--- src/rtl/amp_ctl_pkg.sv ---
// Shared constants and types for the amplifier control slave.
package amp_ctl_pkg;
    localparam int NUM_REGS = 2;
    localparam int REG_SRC  = 0;
    localparam int REG_VOL  = 1;

    // Position of the byte engine inside a transfer.
    typedef enum logic [1:0] {
        PH_IDLE,
        PH_BITS,
        PH_ACK,
        PH_SKIP
    } phase_t;

    // What the byte just received means within the frame.
    typedef enum logic [1:0] {
        BK_ADDR,
        BK_SUB,
        BK_DATA
    } bkind_t;
endpackage

--- src/rtl/amp_ctl_line_sync.sv ---
// Brings the asynchronous bus lines into the clock domain through a
// flop chain and reports level, rising edge and falling edge per line.
// Assumes: idle bus level is high; lines are slower than clk.
module amp_ctl_line_sync #(
    parameter int STAGES = 2,
    parameter int LINES  = 2
) (
    input  logic             clk,
    input  logic             rst_n,
    input  logic [LINES-1:0] raw,
    output logic [LINES-1:0] lvl,
    output logic [LINES-1:0] rise,
    output logic [LINES-1:0] fall
);
    for (genvar g = 0; g < LINES; g++) begin : g_line
        logic [STAGES-1:0] chain;
        logic              last;

        // Shift the raw line through the synchroniser and keep one delayed copy.
        always_ff @(posedge clk) begin
            if (!rst_n) begin
                chain <= '1;
                last  <= 1'b1;
            end else begin
                chain <= {chain[STAGES-2:0], raw[g]};
                last  <= chain[STAGES-1];
            end
        end

        assign lvl[g]  = chain[STAGES-1];
        assign rise[g] = chain[STAGES-1] & ~last;
        assign fall[g] = ~chain[STAGES-1] & last;
    end
endmodule

--- src/rtl/amp_ctl_byte_engine.sv ---
// Bit and byte level protocol engine. It finds START and STOP, shifts
// in eight bits MSB first on SCL rising edges, and checks the device
// address. It drives the acknowledge from one SCL fall to the next and
// strobes each accepted byte when its acknowledge begins.
// Assumes: synchronised inputs; SCL phases several clocks long.
module amp_ctl_byte_engine
    import amp_ctl_pkg::*;
#(
    parameter logic [7:0] DEV_ADDR = 8'h86
) (
    input  logic       clk,
    input  logic       rst_n,
    input  logic       scl_lvl,
    input  logic       scl_rise,
    input  logic       scl_fall,
    input  logic       sda_lvl,
    input  logic       sda_rise,
    input  logic       sda_fall,
    output logic       sda_pull,
    output logic       byte_stb,
    output bkind_t     byte_kind,
    output logic [7:0] byte_data
);
    localparam int CNT_W = $clog2(9);

    phase_t            phase;
    logic [CNT_W-1:0]  bitcnt;
    logic [7:0]        shreg;
    logic              start_det;
    logic              stop_det;

    // Bus conditions: SDA moving while SCL is high.
    assign start_det = sda_fall & scl_lvl;
    assign stop_det  = sda_rise & scl_lvl;

    // Frame sequencing, shifting, address match and acknowledge drive.
    always_ff @(posedge clk) begin
        if (!rst_n) begin
            phase     <= PH_IDLE;
            bitcnt    <= '0;
            shreg     <= '0;
            byte_kind <= BK_ADDR;
            sda_pull  <= 1'b0;
            byte_stb  <= 1'b0;
        end else begin
            byte_stb <= 1'b0;
            if (start_det) begin
                phase     <= PH_BITS;
                bitcnt    <= '0;
                byte_kind <= BK_ADDR;
                sda_pull  <= 1'b0;
            end else if (stop_det) begin
                phase    <= PH_IDLE;
                sda_pull <= 1'b0;
            end else begin
                case (phase)
                    PH_BITS: begin
                        if (scl_rise && bitcnt != CNT_W'(8)) begin
                            shreg  <= {shreg[6:0], sda_lvl};
                            bitcnt <= bitcnt + 1'b1;
                        end else if (scl_fall && bitcnt == CNT_W'(8)) begin
                            if (byte_kind == BK_ADDR && shreg != DEV_ADDR) begin
                                phase <= PH_SKIP;
                            end else begin
                                phase    <= PH_ACK;
                                sda_pull <= 1'b1;
                                byte_stb <= 1'b1;
                            end
                        end
                    end
                    PH_ACK: begin
                        if (scl_fall) begin
                            sda_pull  <= 1'b0;
                            phase     <= PH_BITS;
                            bitcnt    <= '0;
                            byte_kind <= (byte_kind == BK_ADDR) ? BK_SUB : BK_DATA;
                        end
                    end
                    default: begin
                        phase <= phase;
                    end
                endcase
            end
        end
    end

    assign byte_data = shreg;
endmodule

--- src/rtl/amp_ctl_regfile.sv ---
// Control register file behind the bus engine. It holds a saturating
// sub-address pointer, the input select, volume and mute fields, and
// raises one update pulse for each register written.
// Assumes: byte_stb is a single-cycle strobe with byte_data stable.
module amp_ctl_regfile
    import amp_ctl_pkg::*;
#(
    parameter int SRC_W = 2,
    parameter int VOL_W = 5
) (
    input  logic             clk,
    input  logic             rst_n,
    input  logic             byte_stb,
    input  bkind_t           byte_kind,
    input  logic [7:0]       byte_data,
    output logic [SRC_W-1:0] src_sel,
    output logic [VOL_W-1:0] vol_code,
    output logic             unmute,
    output logic             src_upd,
    output logic             vol_upd
);
    localparam int PTR_W = $clog2(NUM_REGS + 1);
    localparam logic [PTR_W-1:0] PTR_END = PTR_W'(NUM_REGS);

    logic [PTR_W-1:0] ptr;

    // Pointer load on sub-address, saturating advance on data.
    always_ff @(posedge clk) begin
        if (!rst_n) begin
            ptr <= '0;
        end else if (byte_stb && byte_kind == BK_SUB) begin
            ptr <= (byte_data >= 8'(NUM_REGS)) ? PTR_END : byte_data[PTR_W-1:0];
        end else if (byte_stb && byte_kind == BK_DATA && ptr != PTR_END) begin
            ptr <= ptr + 1'b1;
        end
    end

    // Field writes with silent defaults and per-register update pulses.
    always_ff @(posedge clk) begin
        if (!rst_n) begin
            src_sel  <= '0;
            vol_code <= '1;
            unmute   <= 1'b0;
            src_upd  <= 1'b0;
            vol_upd  <= 1'b0;
        end else begin
            src_upd <= 1'b0;
            vol_upd <= 1'b0;
            if (byte_stb && byte_kind == BK_DATA) begin
                if (ptr == PTR_W'(REG_SRC)) begin
                    src_sel <= byte_data[7 -: SRC_W];
                    src_upd <= 1'b1;
                end else if (ptr == PTR_W'(REG_VOL)) begin
                    vol_code <= byte_data[7 -: VOL_W];
                    unmute   <= byte_data[0];
                    vol_upd  <= 1'b1;
                end
            end
        end
    end
endmodule

--- src/rtl/amp_ctl_i2c.sv ---
// Top of the amplifier control slave: synchroniser, byte engine and
// register file. It is write-only with a fixed device address.
// Assumes: external open-drain pad turns sda_pull into an SDA low.
module amp_ctl_i2c
    import amp_ctl_pkg::*;
#(
    parameter int         SYNC_STAGES = 2,
    parameter logic [7:0] DEV_ADDR    = 8'h86,
    parameter int         SRC_W       = 2,
    parameter int         VOL_W       = 5
) (
    input  logic             clk,
    input  logic             rst_n,
    input  logic             scl_in,
    input  logic             sda_in,
    output logic             sda_pull,
    output logic [SRC_W-1:0] src_sel,
    output logic [VOL_W-1:0] vol_code,
    output logic             unmute,
    output logic             src_upd,
    output logic             vol_upd
);
    logic [1:0] lvl, rise, fall;
    logic       scl_s;
    logic       byte_stb;
    bkind_t     byte_kind;
    logic [7:0] byte_data;

    amp_ctl_line_sync #(.STAGES(SYNC_STAGES), .LINES(2)) u_sync (
        .clk  (clk),
        .rst_n(rst_n),
        .raw  ({sda_in, scl_in}),
        .lvl  (lvl),
        .rise (rise),
        .fall (fall)
    );

    assign scl_s = lvl[0];

    amp_ctl_byte_engine #(.DEV_ADDR(DEV_ADDR)) u_engine (
        .clk      (clk),
        .rst_n    (rst_n),
        .scl_lvl  (scl_s),
        .scl_rise (rise[0]),
        .scl_fall (fall[0]),
        .sda_lvl  (lvl[1]),
        .sda_rise (rise[1]),
        .sda_fall (fall[1]),
        .sda_pull (sda_pull),
        .byte_stb (byte_stb),
        .byte_kind(byte_kind),
        .byte_data(byte_data)
    );

    amp_ctl_regfile #(.SRC_W(SRC_W), .VOL_W(VOL_W)) u_regs (
        .clk      (clk),
        .rst_n    (rst_n),
        .byte_stb (byte_stb),
        .byte_kind(byte_kind),
        .byte_data(byte_data),
        .src_sel  (src_sel),
        .vol_code (vol_code),
        .unmute   (unmute),
        .src_upd  (src_upd),
        .vol_upd  (vol_upd)
    );
endmodule

--- config.mk ---
export PLATFORM = sky130hd
export DESIGN_NAME = amp_ctl_i2c
export DESIGN_NICKNAME = d
export VERILOG_FILES = /design/src/rtl/amp_ctl_pkg.sv /design/src/rtl/amp_ctl_line_sync.sv /design/src/rtl/amp_ctl_byte_engine.sv /design/src/rtl/amp_ctl_regfile.sv /design/src/rtl/amp_ctl_i2c.sv
export SDC_FILE = /design/constraint.sdc
export NUM_CORES = 1
export LEC_CHECK = 0
export ABC_AREA = 1
export BUFFER_PORTS_ARGS = -buffer_cell sky130_fd_sc_hd__buf_2
export CORE_MARGIN = 2
export CORE_UTILIZATION = 40
export DETAILED_ROUTE_END_ITERATION = 10
export SYNTH_ARGS = -nofsm -noshare
export SYNTH_HDL_FRONTEND = slang
export SYNTH_SLANG_ARGS = --single-unit
--- constraint.sdc ---
create_clock -name clk -period 3.4 [get_ports clk]
set_clock_uncertainty 0.05 [all_clocks]
set_input_delay 0.68 -clock clk [delete_from_list [all_inputs] [get_ports clk]]
set_output_delay 0.68 -clock clk [all_outputs]
set_load 0.03 [all_outputs]
==> out/metrics.sh, run 1 <==
STATUS='complete, no violations'
NUM-NETS-FINAL=237
CTS_INSERTED_BUFFERS=5
HOLD_PATH_END='u_sync.g_line[1].chain[1]'
CRITPATHARRIVALTIME_PS=1770
GRT_PASS1_WL_MM=5.00
PERIOD_NEEDED_PS=1600
N_FILL_CELL=386
GRT_USE_TOTAL=0.151
UTILIZATION=0.480
CTS_RESIZED=0
SYN_TO_FINAL_GROWTH_PCT=13.6
POWER.DENSITY_nW_PER_UM2=548
MAX_SLEW.WORST_PIN.SLEW_PS=435
INITIAL_UTILIZATION=0.423
DRT_FIRST_ITER_VIOLATIONS=64
CTS.HTREE.LEVELS=2
RR_ENDPOINT='u_engine.byte_data[5]'
WORSTHOLDPATHTYPE='flop to flop'
ANT_NETS=0
CP.BUFFERS_INVERTERS=1
IO_BUFFERS=14
POSTSYNTHAREAPERCELL_SQ_UM=7.59
ENDPOINT_KIND='flop'
MIN_DELAY_PATH_DEPTH=1
MOST_COMMON_LIBRARY_CELL_IN_THE_LAYOUT_IGNORING_FILL_AND_TAPS='nand2_1'
WORSTHOLDSTART='u_sync.g_line[1].chain[0]'
CRIT_PATH_START_KIND='flop'
WORST_PATH_MAX_DELAY_CELL='dfxtp_1'
CRIT_PATH_MAX_INCR_DELAY_PS=390
VDD_IR_DROP_MAX_uV=306
POWER_LEAKAGE_nW=0.849
TIMING.CRITICAL_PATH.CELLS='inv_1 > ha_1 > nand2_1 > o21ai_2 > nor3_4 > o21ai_0 > a21oi_1'
POST_DRT_WL_PER_CELL_UM=10.5
CELL_AT_THE_ROOT_OF_THE_CLOCK_TREE='clkbuf_8'
MOST-COMMON-LAYOUT-CELLS='nand2_1, dfxtp_1, inv_1'
FLOORPLAN.ROWS=22
LAYOUT-DRIVE-GT1-SHARE=0.124
SYNTH_CELLS=207
GRT_ANTENNA_BEFORE_REPAIR=0
SLEW_HEADROOM=0.709
RR_WORST_DEPTH=7
FLOORPLAN.CORE_AREA_SQ_UM=3720
SYNTH.CELL_AREA_SQ_UM=1570
PLACE_HPWL_MM=2.16
CRIT_FANOUT=13
RSZ0062_AT_GRT='no'
MAX-CLOCK-PATH-BUFFERS=2
CTS_TREE='yes'
ROUTED_VIA_DENSITY=4.61
MAXCAPVIOLATIONS=0
POST_CTS_HOLD_BUFFER_COUNT=0
DIE_X_UM=66.7
YS_SEQ_ELEMENTS=36
DIE_HEIGHT_UM=66.7
SYNTH_SEQUENTIAL_AREA_RATIO=0.459
DRC=0
CLKSLEWWORSTSETUPHOLDPATHS_PS=70
YOSYSUNIQUECELLTYPES=22
MAXSLEWVIOLCOUNT=0
ANTENNADIODECOUNT=0
MULTI_INPUT_COMB_AREA_SQ_UM=724
YOSYS_WARNINGS=0
GRT_START_MAX_NET_PINS=22
ROUTED-VIA-COUNT=1262
MIN_PERIOD_OVER_PERIOD=0.470
FIRST_GLOBAL_VIAS=1144
PATH_DELAY_FAMILY='simple AND/OR/NAND/NOR gates'
SYN-NUM-NETS=219
DIEAREA_SQ_UM=4440
REG2REG_SETUP_SLACK_PS=1800
PATH_CLASS='flop to flop'
TIMING_HOLD_VIOLATIONS_FINAL=0
STORAGE_ELEMENT_AREA_SQ_UM=721
IO-PIN-COUNT=15
SYNTH_LARGEST_TYPE_AREA_FRACTION=0.459
CRITPATHREQUIREDTIME_PS=3570
REPORT.POWER.TOTAL_mW=0.979
WORST_SETUP_SLACK_AFTER_PLACEMENT_PS=1620
CLK-INSERTION-DELAY-LATE_PS=280
CRIT-REG2REG-LAUNCH='u_engine.bitcnt[0]'
SETUP-VIOLATIONS-FINAL=0
FINAL_CRITICAL_PATH_SETUP_SLACK_PS=1800
GRT_REMAINING_OVERFLOW=0
GP_CONGESTION=0.768
SYNTH.AREA.TOP_CELLS='dfxtp_1, nand2_1, inv_1'
POSTCTSSETUPREPAIRBUFS=0
DRT-TOTAL-WL_MM=2.88
CLOCK-SINKS=36
MAX_CLOCK_FREQ_MHz=626
SETUP_TOTAL_NEGATIVE_SLACK_PS=0
HOLD_WORST_SLACK_PS=365
TOP_CELL_TYPE_BY_TOTAL_AREA_AFTER_SYNTHESIS='dfxtp_1'
TOTAL_ITERATIONS_OF_THE_FIRST_DETAILED_ROUTING_RUN=4
how the worst max path moves through the flow:
stage | startpoint | to | slack [ps] | cells past startpoint
after floorplan | u_engine.bitcnt[0] | u_engine.bitcnt[2] | 2050 | 9
after global placement | rst_n | u_engine.phase[1] | 1650 | 5
after detailed placement | rst_n | u_engine.phase[1] | 1620 | 5
after CTS | u_engine.bitcnt[0] | u_engine.byte_data[5] | 1790 | 7
after global routing | u_engine.bitcnt[0] | u_engine.byte_data[7] | 1630 | 7
final | u_engine.bitcnt[0] | u_engine.byte_data[5] | 1800 | 7
state kept, by name (all words and copies together) (netlist names), 4 cells and up:
register	count
u_engine.bitcnt	4
u_sync.g_line.chain	4
u_regs.vol_code	5
u_engine.byte_data	8
cells by family after synthesis:
| group | synth area share |
|---|---|
| xor gates and xnor gates | 0.0112 |
| and+or+nand+nor | 0.263 |
| AOI/OAI and AO/OA | 0.124 |
| DFF | 0.459 |
| adders and majority gates | 0.0637 |
| buffers and inverters | 0.0797 |
per-stage QoR:
step | std cells | cell area, sq um
2_1_floorplan | 207 | 1570
3_5_place_dp | 266 | 1680
5_1_grt | 274 | 1780
3_3_place_gp | 266 | 1680
6_report | 274 | 1780
4_1_cts | 274 | 1780
layout make-up:
cell class,count,share of cell area
Clock inverter,2,0.0196
Multi-Input combinational cell,141,0.406
Clock buffer,6,0.0407
Inverter,27,0.0568
Timing Repair Buffer,14,0.0393
Tap cell,48,0.0337
Sequential cell,36,0.404
Yosys cell counts:
master / instances
or2_2: 4
inv_1: 27
a21oi_1: 17
nand2_2: 1
o21ai_1: 3
a211oi_1: 1
buf_6: 1
nand2_1: 47
o211ai_1: 4
ha_1: 8
nor3_4: 1
nor3_1: 2
dfxtp_1: 36
and3_1: 1
o21bai_1: 1
xor2_1: 2
nor2_1: 22
o21ai_2: 1
buf_2: 1
o21ai_0: 8
buf_4: 1
nand3_1: 18
layer usage:
layer / share of wire / track usage
met1: 0.56 / 0.207
met2: 0.40 / 0.218
met3: 0.029 / 0.0507
met4: 0.0094 / 0.0612
met5: 0 / 0
power breakdown:
group | internal, mW | leakage, nW | total (mW) | switching, mW
combinational | 0.0521 | 0.502 | 0.159 | 0.107
sequential | 0.443 | 0.292 | 0.457 | 0.0148
clock | 0.217 | 0.0552 | 0.363 | 0.145
total | 0.712 | 0.849 | 0.979 | 0.266
Note: power is estimated with default switching activity, not from simulation.
==> run 2: changes to the inputs <==
--- a/config.mk
+++ b/config.mk
@@ -5,7 +5,7 @@
 export SDC_FILE = /design/constraint.sdc
 export NUM_CORES = 1
 export LEC_CHECK = 0
-export ABC_AREA = 1
+export ABC_AREA = 0
 export BUFFER_PORTS_ARGS = -buffer_cell sky130_fd_sc_hd__buf_2
 export CORE_MARGIN = 2
 export CORE_UTILIZATION = 40
==> constraint.sdc (replaced) <==
create_clock -name clk -period 1.5 [get_ports clk]
set_clock_uncertainty 0.05 [all_clocks]
set_input_delay 0.3 -clock clk [delete_from_list [all_inputs] [get_ports clk]]
set_output_delay 0.3 -clock clk [all_outputs]
set_load 0.03 [all_outputs]
==> out/metrics.sh, run 2 <==
STATUS='finished, violations left'
VIOLATIONS='negative setup slack'
ASYNC_RESET_FF_FRAC=0  # unchanged
ANT_NETS=0  # unchanged
CRIT_FANOUT=4  # -9
STORAGE_ELEMENT_AREA_SQ_UM=732  # +1.6%
ANTENNADIODECOUNT=0  # unchanged
POST_DRT_WL_PER_CELL_UM=13.8  # +31%
POWER.DENSITY_nW_PER_UM2=1290  # +130%
INTERNAL-POWER_mW=1.97  # +180%
P_SWITCHING_mW=0.860  # +220%
CRIT_PATH_MAX_INCR_DELAY_PS=520  # +130 ps
POSTSYNTHAREAPERCELL_SQ_UM=9.05  # +19%
FRACTION_OF_POWER_SPENT_SWITCHING_NETS=0.304  # +0.0316
SYNTH_SEQUENTIAL_AREA_RATIO=0.442  # -0.0166
MAX-CLOCK-PATH-BUFFERS=2  # unchanged
CLK-INSERTION-DELAY-LATE_PS=290  # about the same
SYNTH_CELLS=180  # -13%
SYN-NUM-NETS=192  # -12%
VDD_IR_DROP_MAX_uV=769  # +150%
SYNTH_FF_TYPE='dfxtp_1'
MOST_COMMON_LIBRARY_CELL_IN_THE_LAYOUT_IGNORING_FILL_AND_TAPS='dfxtp_1'
GRT_START_MAX_NET_PINS=13  # -41%
DRT_FIRST_ITER_VIOLATIONS=37  # -42%
PATH_CLASS='flop to flop'
TOTAL_ITERATIONS_OF_THE_FIRST_DETAILED_ROUTING_RUN=4  # unchanged
FIRST_GLOBAL_VIAS=1362  # +19%
GRT.MET3_USAGE=0.0395  # -0.0112
YOSYS_WARNINGS=0  # unchanged
GRT_USE_TOTAL=0.183  # +0.0311
RSZ0062_AT_GRT='yes'
IO_BUFFERS=14  # unchanged
DRT-TOTAL-WL_MM=3.82  # +33%
SETUP-VIOLATIONS-FINAL=15  # +15
MAXSLEWVIOLCOUNT=0  # unchanged
TIMING.CRITICAL_PATH.CELLS='inv_2 > ha_4 > nand4b_1 > o2111ai_4 > or4b_1 > a31oi_1'
DIE_HEIGHT_UM=67.8  # +1.7%
MULTI_INPUT_COMB_AREA_SQ_UM=942  # +30%
GP_CONGESTION=0.809  # +5.3%
ROUTED-VIA-COUNT=1428  # +13%
CTS.HTREE.LEVELS=2  # unchanged
ENDPOINT_KIND='flop'
GRT_PASS1_WL_MM=6.12  # +22%
POWER.SHARE.SEQUENTIAL=0.382  # -0.085
SYNTH_EDF_COUNT=0  # unchanged
MIN_PERIOD_OVER_PERIOD=1.12  # +0.654
CRIT_PATH_START_KIND='flop'
MAX_SLEW.WORST_PIN.SLEW_PS=322  # -113 ps
ROUTED_VIA_DENSITY=5.16  # +12%
MOST-COMMON-LAYOUT-CELLS='dfxtp_1, buf_4, nand2_1'
WORST_PATH_MAX_DELAY_CELL='or4b_1'
DRC=0  # unchanged
MAXCAPVIOLATIONS=0  # unchanged
REPORT.POWER.TOTAL_mW=2.83  # +190%
IO-PIN-COUNT=15  # unchanged
COMBINATIONALPOWERSHARE=0.314  # +0.152
SLEW_HEADROOM=0.785  # +0.0762
TOP_CELL_TYPE_BY_TOTAL_AREA_AFTER_SYNTHESIS='dfxtp_1'
MAX_CLOCK_FREQ_MHz=593  # -5.2%
HOLD_WORST_SLACK_PS=128  # -236 ps
FLOORPLAN.CORE_AREA_SQ_UM=3970  # +6.9%
WORST_SETUP_SLACK_AFTER_PLACEMENT_PS=-239  # -1860 ps
FINAL_CRITICAL_PATH_SETUP_SLACK_PS=-185  # -1990 ps
POST_LAYOUT_NONFILLER_INSTANCES=277  # +1.1%
GRT_ANTENNA_BEFORE_REPAIR=0  # unchanged
YS_SEQ_ELEMENTS=36  # unchanged
CLOCK-SINKS=36  # unchanged
SYNTH_COMMONEST_CELLS='dfxtp_1, nand2_1, nand3_1, nor2_1'
FLOORPLAN.ROWS=23  # +4.5%
NUM-NETS-FINAL=238  # +0.42%
LARGEST_REGISTER_FFS=8  # unchanged
CLKSLEWWORSTSETUPHOLDPATHS_PS=70  # about the same
SYNTH.AREA.TOP_CELLS='dfxtp_1, ha_1, nand3_1'
POWER_LEAKAGE_nW=0.877  # +3.3%
SYNTH_LARGEST_TYPE_AREA_FRACTION=0.442  # -0.0166
PLACE_HPWL_MM=2.65  # +23%
POST-PLACE-CELLS=263  # -1.1%
SYN_TO_FINAL_GROWTH_PCT=35.0
SETUP_TOTAL_NEGATIVE_SLACK_PS=-1100  # -1100 ps
CTS_INSERTED_BUFFERS=5  # unchanged
SYNTH.CELL_AREA_SQ_UM=1630  # +3.7%
P_CLK_FRAC=0.304  # -0.066
DIEAREA_SQ_UM=4600  # +3.5%
DIE_X_UM=67.8  # +1.7%
PERIOD_NEEDED_PS=1690  # +87.3 ps
CRITPATHREQUIREDTIME_PS=1670  # -1900 ps
GRTUSAGEMET2=0.305  # +0.0876
LAYOUT-DRIVE-GT1-SHARE=0.357  # +0.233
WORSTHOLDPATHTYPE='input port to flop'
GRT_REMAINING_OVERFLOW=0  # unchanged
YOSYSUNIQUECELLTYPES=46  # +110%
CELL_AT_THE_ROOT_OF_THE_CLOCK_TREE='clkbuf_8'
BUSIEST_LAYER='met2'
GR-USAGE-MET1=0.220  # +0.0132
CRITPATHARRIVALTIME_PS=1850  # +80 ps
SYNTH_MOST_COMMON_CELL='dfxtp_1'
TIMING_HOLD_VIOLATIONS_FINAL=0  # unchanged
INITIAL_UTILIZATION=0.410  # -0.0124
N_FILL_CELL=354  # -8.3%
CTS_TREE='yes'
==> run 2: changes by cell type in the layout (fill, tap and decap cells not counted), moves of 7 or more <==
cell,before,now
nand2b_1,0,7
nand2_1,47,19
buf_4,0,30
inv_1,27,4
nor2_1,22,15
a21oi_1,17,9
==> run 2: power groups by stage <==
stage / registers [mW] / logic, mW / clock network, mW
3_3_place_gp: 1.08 / 0.686 / 0
3_5_place_dp: 1.08 / 0.711 / 0
5_1_grt: 1.09 / 0.991 / 0.921
2_1_floorplan: 1.10 / 0.465 / 0
6_report: 1.08 / 0.890 / 0.860
4_1_cts: 1.08 / 0.843 / 0.873
==> run 2: cells by family after synthesis <==
group           synth area share
compound gates             0.128
xor+xnor                 0.00538
fa+ha+maj                 0.0614
buf+inv                   0.0361
flops                      0.442
mux                       0.0492
simple gates               0.278
==> run 2: stage by stage <==
stage,utilization,cell area [sq um]
after floorplan,-,1670
after global placement,0.496,1970
after detailed placement,0.496,1970
after CTS,0.545,2170
after global routing,0.554,2200
final,0.554,2200
==> run 2: path summary, 6_finish.rpt <==
path	startpoint	endpoint	slack [ps]	cells after the start
max	u_engine.phase[1]	u_engine.bitcnt[2]	-190	6
min	sda_in	u_sync.g_line[1].chain[0]	130	2
max reg2reg	u_engine.phase[1]	u_engine.bitcnt[2]	-190	6
min reg2reg	u_sync.g_line[0].chain[0]	u_sync.g_line[0].chain[1]	370	1
==> run 2: per-layer routing <==
metal  vias to the layer above  wire [um]
li1                        726          -
met1                       676       1740
met2                        18       1910
met3                         8         94
met4                         0         74
met5                         -          0
==> run 2: critical path, delay by kind of cell (launching register included) <==
| family | cells | cell delay [ps] |
|---|---|---|
| AND/OR/NAND/NOR | 2 | 650 |
| flip-flops | 1 | 370 |
| AO/OA/AOI/OAI | 2 | 330 |
| adder cells (fa/ha/maj) | 1 | 160 |
| buffers and inverters | 1 | 40 |
==> run 2: layout make-up <==
type	instances	area share
Inverter	9	0.0165
Sequential cell	36	0.333
Clock inverter	3	0.0193
Tap cell	50	0.0284
Multi-Input combinational cell	129	0.428
Timing Repair Buffer	45	0.143
Clock buffer	5	0.0313
==> run 2: timing repair <==
item / 4_1_cts / 5_1_grt
setup endpoints to repair: 14 / 16
pin swaps: 13 / 9
hold buffers: 0 / 0
gates resized for setup: 17 / 6
buffers inserted: 4 / 2
==> run 3: changes to the inputs <==
--- a/config.mk
+++ b/config.mk
@@ -6,10 +6,11 @@
 export NUM_CORES = 1
 export LEC_CHECK = 0
 export ABC_AREA = 0
-export BUFFER_PORTS_ARGS = -buffer_cell sky130_fd_sc_hd__buf_2
 export CORE_MARGIN = 2
 export CORE_UTILIZATION = 40
+export CTS_BUF_LIST = sky130_fd_sc_hd__clkbuf_16
 export DETAILED_ROUTE_END_ITERATION = 10
+export DONT_BUFFER_PORTS = 1
 export SYNTH_ARGS = -nofsm -noshare
 export SYNTH_HDL_FRONTEND = slang
 export SYNTH_SLANG_ARGS = --single-unit
==> out/metrics.sh, run 3 (same netlist as run 2, synthesis figures left out) <==
STATUS='finished, violations left'
VIOLATIONS='negative setup slack'
HOLD_WORST_SLACK_PS=47.1  # -81.2 ps
LARGEST_REGISTER_FFS=8  # unchanged
IO-PIN-COUNT=15  # unchanged
GRT.MET3_USAGE=0.0707  # +0.0313
GRT_PASS1_WL_MM=5.49  # -10%
GP_CONGESTION=0.812  # +0.33%
STORAGE_ELEMENT_AREA_SQ_UM=731  # -0.17%
CTS_INSERTED_BUFFERS=5  # unchanged
FRACTION_OF_POWER_SPENT_SWITCHING_NETS=0.294  # -0.0102
DIE_HEIGHT_UM=67.8  # unchanged
ENDPOINT_KIND='flop'
MOST-COMMON-LAYOUT-CELLS='dfxtp_1, buf_4, nand2_1'
CRIT-REG2REG-LAUNCH='u_engine.phase[1]'
GRTUSAGEMET2=0.267  # -0.0380
REG2REG_SETUP_SLACK_PS=-150  # +40 ps
CELL_AT_THE_ROOT_OF_THE_CLOCK_TREE='clkbuf_16'
POST-PLACE-CELLS=243  # -7.6%
FINAL_CRITICAL_PATH_SETUP_SLACK_PS=-147  # +38.8 ps
CTS.HTREE.LEVELS=2  # unchanged
GR-USAGE-MET1=0.197  # -0.0237
CRITPATHARRIVALTIME_PS=1800  # -50 ps
CRITPATHREQUIREDTIME_PS=1660  # about the same
MAXSLEWVIOLCOUNT=0  # unchanged
VDD_IR_DROP_MAX_uV=958  # +25%
MIN_PERIOD_OVER_PERIOD=1.10  # -0.0259
FLOORPLAN.ROWS=23  # unchanged
DRT_FIRST_ITER_VIOLATIONS=64  # +73%
GRT_ANTENNA_BEFORE_REPAIR=0  # unchanged
NUM-NETS-FINAL=216  # -9.2%
DIE_X_UM=67.8  # unchanged
DIEAREA_SQ_UM=4600  # unchanged
GRT_REMAINING_OVERFLOW=0  # unchanged
ROUTED-VIA-COUNT=1353  # -5.3%
POST_DRT_WL_PER_CELL_UM=13.5  # -2.3%
SETUP-VIOLATIONS-FINAL=7  # -8
DRT-TOTAL-WL_MM=3.43  # -10%
CLKSLEWWORSTSETUPHOLDPATHS_PS=50  # -20 ps
GRT_START_MAX_NET_PINS=18  # +5
PERIOD_NEEDED_PS=1650  # -38.8 ps
MAX_SLEW.WORST_PIN.SLEW_PS=424  # +103 ps
GRT_USE_TOTAL=0.168  # -0.0149
ANT_NETS=0  # unchanged
POWER_LEAKAGE_nW=0.796  # -9.2%
CRIT_FANOUT=4  # unchanged
TIMING_HOLD_VIOLATIONS_FINAL=0  # unchanged
CRIT_PATH_START_KIND='flop'
COMBINATIONALPOWERSHARE=0.271  # -0.043
ANTENNADIODECOUNT=0  # unchanged
INTERNAL-POWER_mW=2.01  # +2.1%
TIMING.CRITICAL_PATH.FROM='u_engine.phase[1]'
INITIAL_UTILIZATION=0.410  # unchanged
MAX-CLOCK-PATH-BUFFERS=2  # unchanged
MULTI_INPUT_COMB_AREA_SQ_UM=941  # -0.13%
CLK-INSERTION-DELAY-LATE_PS=280  # about the same
MAXCAPVIOLATIONS=0  # unchanged
PLACE_HPWL_MM=2.56  # -3.3%
CTS_TREE='yes'
TOTAL_ITERATIONS_OF_THE_FIRST_DETAILED_ROUTING_RUN=4  # unchanged
PATH_CLASS='flop to flop'
LAYOUT-DRIVE-GT1-SHARE=0.259  # -0.0983
CLOCK-SINKS=36  # unchanged
IO_BUFFERS=0  # -14
WORST_SETUP_SLACK_AFTER_PLACEMENT_PS=-248  # -8.80 ps
DRC=0  # unchanged
SLEW_HEADROOM=0.717  # -0.0684
MOST_COMMON_LIBRARY_CELL_IN_THE_LAYOUT_IGNORING_FILL_AND_TAPS='dfxtp_1'
ROUTED_VIA_DENSITY=5.31  # +2.9%
POWER.DENSITY_nW_PER_UM2=1360  # +5.8%
RSZ0062_AT_GRT='yes'
SYN_TO_FINAL_GROWTH_PCT=28.5
RR_WORST_DEPTH=6  # unchanged
CRIT_END='u_engine.bitcnt[2]'
P_CLK_FRAC=0.342  # +0.038
BUSIEST_LAYER='met2'
POST_LAYOUT_NONFILLER_INSTANCES=255  # -7.9%
FLOORPLAN.CORE_AREA_SQ_UM=3970  # unchanged
POWER.SHARE.SEQUENTIAL=0.387  # +0.005
RR_ENDPOINT='u_engine.bitcnt[2]'
P_SWITCHING_mW=0.837  # -2.7%
WORSTHOLDPATHTYPE='input port to flop'
MAX_CLOCK_FREQ_MHz=607  # +2.4%
SETUP_TOTAL_NEGATIVE_SLACK_PS=-465  # +639 ps
FIRST_GLOBAL_VIAS=1201  # -12%
REPORT.POWER.TOTAL_mW=2.85  # +0.67%
N_FILL_CELL=357  # +0.85%
==> run 3: cell count changes in the layout (fill, tap and decap cells not counted), sizes merged <==
| cell | previous run | this run |
|---|---|---|
| buf | 45 | 23 |
| bufinv | 1 | 0 |
| inv | 9 | 10 |
==> run 3: repair_timing <==
action,CTS,global route
resized for setup,13,4
buffers inserted,3,1
pin swaps,10,6
hold buffers,0,0
setup endpoints to repair,13,17
==> run 3: power by group through the flow <==
stage / registers, mW / logic (mW) / clock network (mW)
after floorplan: 1.10 / 0.465 / 0
after global placement: 1.10 / 0.586 / 0
after detailed placement: 1.11 / 0.621 / 0
after CTS: 1.10 / 0.725 / 1.00
after global routing: 1.11 / 0.848 / 1.05
final: 1.10 / 0.772 / 0.976
==> run 3: area by class of cell <==
cell class	instances	share of cell area
multi-input combinational	129	0.449
sequential	36	0.349
timing repair buffer	23	0.0885
clock buffer	5	0.0598
tap	50	0.0299
inverter	9	0.0161
clock inverter	3	0.00717
==> run 3: how the worst min path moves through the flow <==
stage,start,to,cells after the start
floorplan,rst_n,u_sync.g_line[1].chain[1],1
global placement,rst_n,u_sync.g_line[0].chain[1],1
detailed placement,rst_n,u_sync.g_line[0].last,1
CTS,rst_n,u_sync.g_line[0].chain[1],1
global route,rst_n,u_sync.g_line[0].chain[1],1
finish,rst_n,u_sync.g_line[0].chain[1],1
==> run 3: critical path, cell delays in order, from the launching register on <==
cell	delay, ps
dfxtp_4	360
inv_2	40
ha_4	160
nand4b_1	130
o2111ai_4	150
or4b_1	540
a31oi_1	130
==> run 3: layer usage <==
layer | up-vias | part of all wire
met3 | 5 | 0.045
met2 | 28 | 0.48
li1 | 686 | -
met1 | 634 | 0.46
met5 | - | 0
met4 | 0 | 0.013
==> run 3: through the flow <==
stage	instance area, sq um	util
detailed placement	1860	0.467
global route	2090	0.527
global placement	1860	0.467
finish	2090	0.527
floorplan	1670	-
CTS	2060	0.518
